### src/rtl/modem_pkg.sv
package modem_pkg;

    localparam int REG_W = 8;
    localparam int CTL_W = 5;
    localparam int LINE_W = 4;

    // Line state, packed so that it lands on status bits 7:4
    typedef struct packed {
        logic dcd;
        logic ri;
        logic dsr;
        logic cts;
    } mdm_lines_t;

    // Change flags, packed so that they land on status bits 3:0
    typedef struct packed {
        logic dcd_chg;
        logic ri_trail;
        logic dsr_chg;
        logic cts_chg;
    } mdm_delta_t;

    // Control register, bit 4 down to bit 0
    typedef struct packed {
        logic loop;
        logic out2;
        logic out1;
        logic rts;
        logic dtr;
    } mdm_ctl_t;

    typedef enum logic {
        SEL_CTL  = 1'b0,
        SEL_STAT = 1'b1
    } mdm_sel_e;

    localparam mdm_lines_t LINES_RST = '{dcd: 1'b1, ri: 1'b0, dsr: 1'b1, cts: 1'b1};
    localparam mdm_ctl_t   CTL_RST   = '{loop: 1'b0, out2: 1'b1, out1: 1'b0, rts: 1'b0, dtr: 1'b0};
    localparam mdm_delta_t DELTA_NONE = '{dcd_chg: 1'b0, ri_trail: 1'b0, dsr_chg: 1'b0, cts_chg: 1'b0};

    // Fixed wiring of control outputs back onto line inputs in loop mode
    function automatic mdm_lines_t loop_view(input mdm_ctl_t c);
        mdm_lines_t v;
        v.dcd = c.out2;
        v.ri  = c.out1;
        v.dsr = c.dtr;
        v.cts = c.rts;
        return v;
    endfunction

    // Events between the stored and the freshly sampled line state
    function automatic mdm_delta_t line_events(input mdm_lines_t prev, input mdm_lines_t cur);
        mdm_delta_t e;
        e.dcd_chg  = prev.dcd ^ cur.dcd;
        e.dsr_chg  = prev.dsr ^ cur.dsr;
        e.cts_chg  = prev.cts ^ cur.cts;
        e.ri_trail = prev.ri & ~cur.ri;
        return e;
    endfunction

    function automatic logic [REG_W-1:0] pack_status(input mdm_lines_t l, input mdm_delta_t d);
        return {l, d};
    endfunction

    function automatic logic [REG_W-1:0] pack_ctl(input mdm_ctl_t c);
        return {{(REG_W-CTL_W){1'b0}}, c};
    endfunction

endpackage

### src/rtl/modem_sync.sv
module modem_sync #(
    parameter int WIDTH = 4,
    parameter int STAGES = 2,
    parameter logic [WIDTH-1:0] RST_VAL = '0
) (
    input  logic             clk,
    input  logic             rst,
    input  logic [WIDTH-1:0] d_i,
    output logic [WIDTH-1:0] q_o
);
    logic [STAGES-1:0][WIDTH-1:0] stg;

    always_ff @(posedge clk) begin
        if (rst) begin
            stg <= {STAGES{RST_VAL}};
        end else begin
            stg[0] <= d_i;
            for (int k = 1; k < STAGES; k++) begin
                stg[k] <= stg[k-1];
            end
        end
    end

    assign q_o = stg[STAGES-1];
endmodule

### src/rtl/modem_ctl_reg.sv
module modem_ctl_reg
    import modem_pkg::*;
(
    input  logic             clk,
    input  logic             rst,
    input  logic             wr_en_i,
    input  logic [CTL_W-1:0] wr_data_i,
    output mdm_ctl_t         ctl_o
);
    mdm_ctl_t ctl_q;

    always_ff @(posedge clk) begin
        if (rst) begin
            ctl_q <= CTL_RST;
        end else if (wr_en_i) begin
            ctl_q <= mdm_ctl_t'(wr_data_i);
        end
    end

    assign ctl_o = ctl_q;


    ctl_write_chk: assert property (@(posedge clk) disable iff (rst)
        wr_en_i |=> (ctl_q == mdm_ctl_t'($past(wr_data_i))));


    ctl_hold_chk: assert property (@(posedge clk) disable iff (rst)
        !wr_en_i |=> $stable(ctl_q));
endmodule

### src/rtl/modem_delta_track.sv
module modem_delta_track
    import modem_pkg::*;
(
    input  logic       clk,
    input  logic       rst,
    input  mdm_lines_t smp_i,
    input  logic       clr_i,
    output mdm_lines_t lines_o,
    output mdm_delta_t delta_o
);
    mdm_lines_t lines_q;
    mdm_delta_t delta_q;
    mdm_delta_t evt;
    mdm_delta_t delta_d;

    always_comb begin
        evt     = line_events(lines_q, smp_i);
        delta_d = (clr_i ? DELTA_NONE : delta_q) | evt;
    end

    always_ff @(posedge clk) begin
        if (rst) begin
            lines_q <= LINES_RST;
            delta_q <= DELTA_NONE;
        end else begin
            lines_q <= smp_i;
            delta_q <= delta_d;
        end
    end

    assign lines_o = lines_q;
    assign delta_o = delta_q;


    line_follow_chk: assert property (@(posedge clk) disable iff (rst)
        !$stable(lines_q) |-> ($past(smp_i) != $past(lines_q)));


    delta_sticky_chk: assert property (@(posedge clk) disable iff (rst)
        !clr_i |=> ((delta_q & $past(delta_q)) == $past(delta_q)));


    teri_fall_chk: assert property (@(posedge clk) disable iff (rst)
        $rose(delta_q.ri_trail) |-> ($past(lines_q.ri) && !lines_q.ri));


    clear_chk: assert property (@(posedge clk) disable iff (rst)
        (clr_i && (smp_i == lines_q)) |=> (delta_q == DELTA_NONE));
endmodule

### src/rtl/modem_status_unit.sv
module modem_status_unit
    import modem_pkg::*;
#(
    parameter int SYNC_STAGES = 2
) (
    input  logic       clk,
    input  logic       rst,
    input  logic       ctl_wr_en,
    input  logic [7:0] ctl_wr_data,
    input  logic       rd_en,
    input  logic       rd_sel,
    output logic [7:0] rd_data,
    input  logic       cts_in,
    input  logic       dsr_in,
    input  logic       dcd_in,
    input  logic       ri_in,
    output logic       dtr_out,
    output logic       rts_out,
    output logic       out1_out,
    output logic       out2_out,
    output logic       delta_pend
);
    mdm_ctl_t   ctl;
    mdm_lines_t pins;
    mdm_lines_t smp;
    mdm_lines_t lines;
    mdm_delta_t delta;
    mdm_sel_e   sel;
    logic       clr;
    logic [REG_W-1:0] stat_view;
    logic       unused_wr_hi;

    assign unused_wr_hi = ^ctl_wr_data[REG_W-1:CTL_W];

    assign pins = '{dcd: dcd_in, ri: ri_in, dsr: dsr_in, cts: cts_in};

    modem_sync #(
        .WIDTH  (LINE_W),
        .STAGES (SYNC_STAGES),
        .RST_VAL(LINES_RST)
    ) u_sync (
        .clk(clk),
        .rst(rst),
        .d_i(pins),
        .q_o(smp)
    );

    modem_ctl_reg u_ctl (
        .clk      (clk),
        .rst      (rst),
        .wr_en_i  (ctl_wr_en),
        .wr_data_i(ctl_wr_data[CTL_W-1:0]),
        .ctl_o    (ctl)
    );

    modem_delta_track u_track (
        .clk    (clk),
        .rst    (rst),
        .smp_i  (smp),
        .clr_i  (clr),
        .lines_o(lines),
        .delta_o(delta)
    );

    assign sel = mdm_sel_e'(rd_sel);
    assign clr = rd_en && (sel == SEL_STAT) && !ctl.loop;

    always_comb begin
        if (ctl.loop) begin
            stat_view = pack_status(loop_view(ctl), DELTA_NONE);
        end else begin
            stat_view = pack_status(lines, delta);
        end
        rd_data = (sel == SEL_STAT) ? stat_view : pack_ctl(ctl);
    end

    assign dtr_out    = ctl.dtr;
    assign rts_out    = ctl.rts;
    assign out1_out   = ctl.out1;
    assign out2_out   = ctl.out2;
    assign delta_pend = |delta;


    pend_source_chk: assert property (@(posedge clk) disable iff (rst)
        $rose(delta_pend) |-> !$stable(lines));


    loop_low_zero_chk: assert property (@(posedge clk) disable iff (rst)
        (ctl.loop && sel == SEL_STAT) |-> (rd_data[3:0] == 4'h0));


    loop_keep_chk: assert property (@(posedge clk) disable iff (rst)
        (rd_en && sel == SEL_STAT && ctl.loop) |=> ((delta & $past(delta)) == $past(delta)));
endmodule

### config.mk
export PLATFORM = sky130hd
export DESIGN_NAME = modem_status_unit
export DESIGN_NICKNAME = d
export VERILOG_FILES = /design/src/rtl/modem_pkg.sv /design/src/rtl/modem_sync.sv /design/src/rtl/modem_ctl_reg.sv /design/src/rtl/modem_delta_track.sv /design/src/rtl/modem_status_unit.sv
export SDC_FILE = /design/constraint.sdc
export NUM_CORES = 1
export LEC_CHECK = 0
export BUFFER_PORTS_ARGS = -buffer_cell sky130_fd_sc_hd__buf_2
export CAP_MARGIN = 20
export CORE_MARGIN = 8
export CORE_UTILIZATION = 45
export CTS_BUF_LIST = sky130_fd_sc_hd__clkbuf_2
export DETAILED_ROUTE_END_ITERATION = 7
export GPL_TIMING_DRIVEN = 0
export PLACE_DENSITY = 0.71
export SYNTH_ARGS = -nofsm -noshare
export SYNTH_HDL_FRONTEND = slang
export SYNTH_HIERARCHICAL = 1
export SYNTH_SLANG_ARGS = --single-unit
### constraint.sdc
create_clock -name clk -period 1.4 [get_ports clk]
set_clock_uncertainty 0.1 [all_clocks]
set_input_delay 0.07 -clock clk [delete_from_list [all_inputs] [get_ports clk]]
set_output_delay 0.07 -clock clk [all_outputs]
set_load 0.05 [all_outputs]
==> flow_metrics.tcl <==
set metrics [dict create \
    post_synth_num_cell_types 19 \
    syn_area_cell_um2 10.4 \
    setup-tns-final_ns -1.10 \
    mappedNetlistArea_um2 808 \
    multi_input_comb_area_um2 439 \
    nets 142 \
    finish.cell_count_without_fillers 149 \
    worstPathArrival_ns 1.40 \
    placement.setup.worst_slack_ns 0.121 \
    route.vias.total 685 \
    worst_path_max_delay_cell "dfxtp_2" \
    holdPathEnd "u_track/delta_o[3]" \
    worstSetupPathType "reg2out" \
    type_of_the_worst_min_delay_path "in2reg" \
    regToRegStartpoint "u_ctl/ctl_o[4]" \
    number_of_search_and_repair_iterations_in_the_first_detailed_routing_pass 4 \
    effective_utilization_at_floorplan 0.473 \
    worst_tran_pin_value_ns 0.388 \
    synth-warning-count 6 \
    design.core.area_um2 1710 \
    initial_antenna_violation_count 0 \
    gr-total-overflow 0 \
    critical_path.endpoint_type "output pin" \
    worstPathCellList "buf_8 > nor2b_4 > a22o_1 > buf_6" \
    die-area_um2 3410 \
    maxCapViolations 0 \
    detail_route.drc_violations 0 \
    final-seq-area_um2 427 \
    synthMostInstantiatedCell "dfxtp_1" \
    route.antenna.remaining_nets 0 \
    finalHoldViolCount 0 \
    fin_ws_ns -0.173 \
    synth_largest_area_cell "dfxtp_1" \
    layout-drive-gt1-share 0.460 \
    rrSetupSlack_ns 0.01 \
    finalSetupViolCount 10 \
    slew_headroom 0.741 \
    whs_path_depth 4 \
    setup_repair_after_global_routing_missed_its_margin "yes" \
    synth_seq_area_share 0.520 \
    netlist_top_cells_count "21 x dfxtp_1, 9 x or2_1, 7 x mux2i_1, 7 x nor2_1" \
    min-delay-start "rd_en" \
    fillCellCount 108 \
    critical-path-max-stage-delay_ns 0.38 \
    antenna-diode-count 0 \
    rr_endpoint "u_track/delta_o[0]" \
    postSynth.asyncResetShare 0 \
    synthesis_to_layout_area_growth_pct 65.0 \
    groute.usage.overall 0.141 \
    yosys_most_used_dff "dfxtp_1" \
    placedCellCount 128 \
    critical_path_depth 4 \
    setup.worst_path.start_class "register" \
    numCtsBuffers 3 \
    cts_root_buf "clkbuf_2" \
    drtIter0Drc 11 \
    crit_required_ns 1.23 \
    ys_seq_elements 21 \
    synth_top_cell_area_share 0.520 \
    maxSlewViolCount 0 \
    clk-insertion-delay-late_ns 0.32 \
    leakage_component_of_the_power_nw 0.568 \
    cts.path.max_buffers 2 \
    rows 15 \
    fin_crit_sh 1.12 \
    cts.reportedPaths.clkPinSlew_ns 0.21 \
    synthTopCellsByArea "dfxtp_1 52%, mux2i_1 8.7%, or2_1 7.0%, nand2b_1 3.9%, buf_4 3.7%" \
    fin_crit_ns 1.57 \
    tritoncts "yes" \
    synth.net_count 95 \
    cts_max_level 1 \
    design.portCount 30 \
    die_w_um 58.4 \
    total_power_mw 1.28 \
    cts_sink_cnt 21 \
    gp_routability_congestion 0.709 \
    count_of_flip_flops_with_a_built_in_enable_after_synthesis 0 \
    violations "negative setup slack" \
    timing.critical_path.buf_inv 2 \
    worst-r2r-cell-count 6 \
    path_max_fanout 6 \
    vdd_drop_max_mv 0.635 \
    fmaxAchievable_mhz 636 \
    avgViaCountPerCell 4.60 \
    status "finished with violations" \
    first_global_vias 728 \
    routed_wirelength_mm 2.35 \
    die_h_um 58.4 \
    post_drt_wl_per_cell_um 15.8 \
    wire_length_of_the_first_global_routing_pass_mm 3.70 \
    syn_inst 78 \
    power.density_cell_area_nw_per_um2 957 \
    largest_net_degree_at_the_start_of_global_routing 22 \
    place.port_buffers 25 \
    timing.critical_path.max_delay_family "flip-flops" \
]
-- layout make-up --
| type | count | area share |
|---|---|---|
| Buffer | 6 | 0.0422 |
| Multi-Input combinational cell | 49 | 0.329 |
| Tap cell | 25 | 0.0235 |
| Inverter | 2 | 0.00563 |
| Sequential cell | 21 | 0.320 |
| Clock buffer | 3 | 0.0113 |
| Timing Repair Buffer | 42 | 0.265 |
| Clock inverter | 1 | 0.00375 |
-- cell usage in the layout (no fill, tap or decap), drive strengths merged --
master,instances
a211o,1
a21oi,5
a22o,4
a31oi,1
and2,1
buf,35
clkbuf,3
clkinv,1
dfxtp,21
dlygate4sd3,13
inv,2
mux2i,7
nand2b,5
nor2,7
nor2b,5
or2,9
or4,1
xnor2,3
-- what timing repair did --
| item | CTS | global route |
|---|---|---|
| setup buffers | 4 | 0 |
| cloned | 0 | 0 |
| resized for setup | 36 | 5 |
| endpoints found under the setup margin | 9 | 16 |
| hold endpoints to repair | 9 | 0 |
| pin swaps | 3 | 3 |
| hold buffers | 15 | 0 |
-- per-layer routing --
metal | track usage | vias to the layer above | wire, um
li1 | - | 348 | -
met1 | 0.171 | 315 | 1100
met2 | 0.227 | 20 | 1140
met3 | 0.0304 | 2 | 104
met4 | 0.0769 | 0 | 8
met5 | 0 | - | 0
-- sequential cells by signal, indices dropped and copies added (netlist names) --
name and cells:
u_ctl/ctl_o 5, u_sync/q_o 4, u_track/lines_o 4, u_track/delta_o 4, u_sync/stg 4
-- worst max-delay path by stage --
stage | startpoint | endpoint | slack (ns)
floorplan | u_ctl/ctl_o[1] | rd_data[4] | 0.03
global placement | u_ctl/ctl_o[4] | u_track/delta_o[2] | 0.13
detailed placement | u_ctl/ctl_o[4] | u_track/delta_o[3] | 0.12
CTS | u_track/delta_o[3] | delta_pend | -0.15
global route | u_ctl/ctl_o[4] | rd_data[1] | -0.25
finish | u_ctl/ctl_o[4] | rd_data[1] | -0.17
-- logic make-up after synthesis --
family / share of synthesized area
buffers and inverters: 0.0666
xor gates and xnor gates: 0.0325
and+or+nand+nor: 0.200
AOI/OAI and AO/OA: 0.0944
DFF: 0.520
muxes: 0.0867
-- power breakdown --
part | switching [mW] | leakage [nW] | internal [mW]
clock network | 0.185 | 0.0164 | 0.0647
registers | 0.0264 | 0.175 | 0.630
logic | 0.199 | 0.377 | 0.171
-- through the flow --
stage / utilization / hold slack (ns) / area, um^2
floorplan: - / 0.0391 / 846
global placement: 0.587 / 0.146 / 1000
detailed placement: 0.587 / 0.153 / 1000
CTS: 0.783 / 0.0529 / 1340
global route: 0.781 / 0.0363 / 1330
finish: 0.781 / 0.0768 / 1330
-- worst min-delay path: cells and delay by family --
family / cells / cell delay (ns)
AOI/OAI and AO/OA: 1 / 0.05
and+or+nand+nor: 2 / 0.25
buffers and inverters: 1 / 0.09
Power figures use the tool's default switching activity.
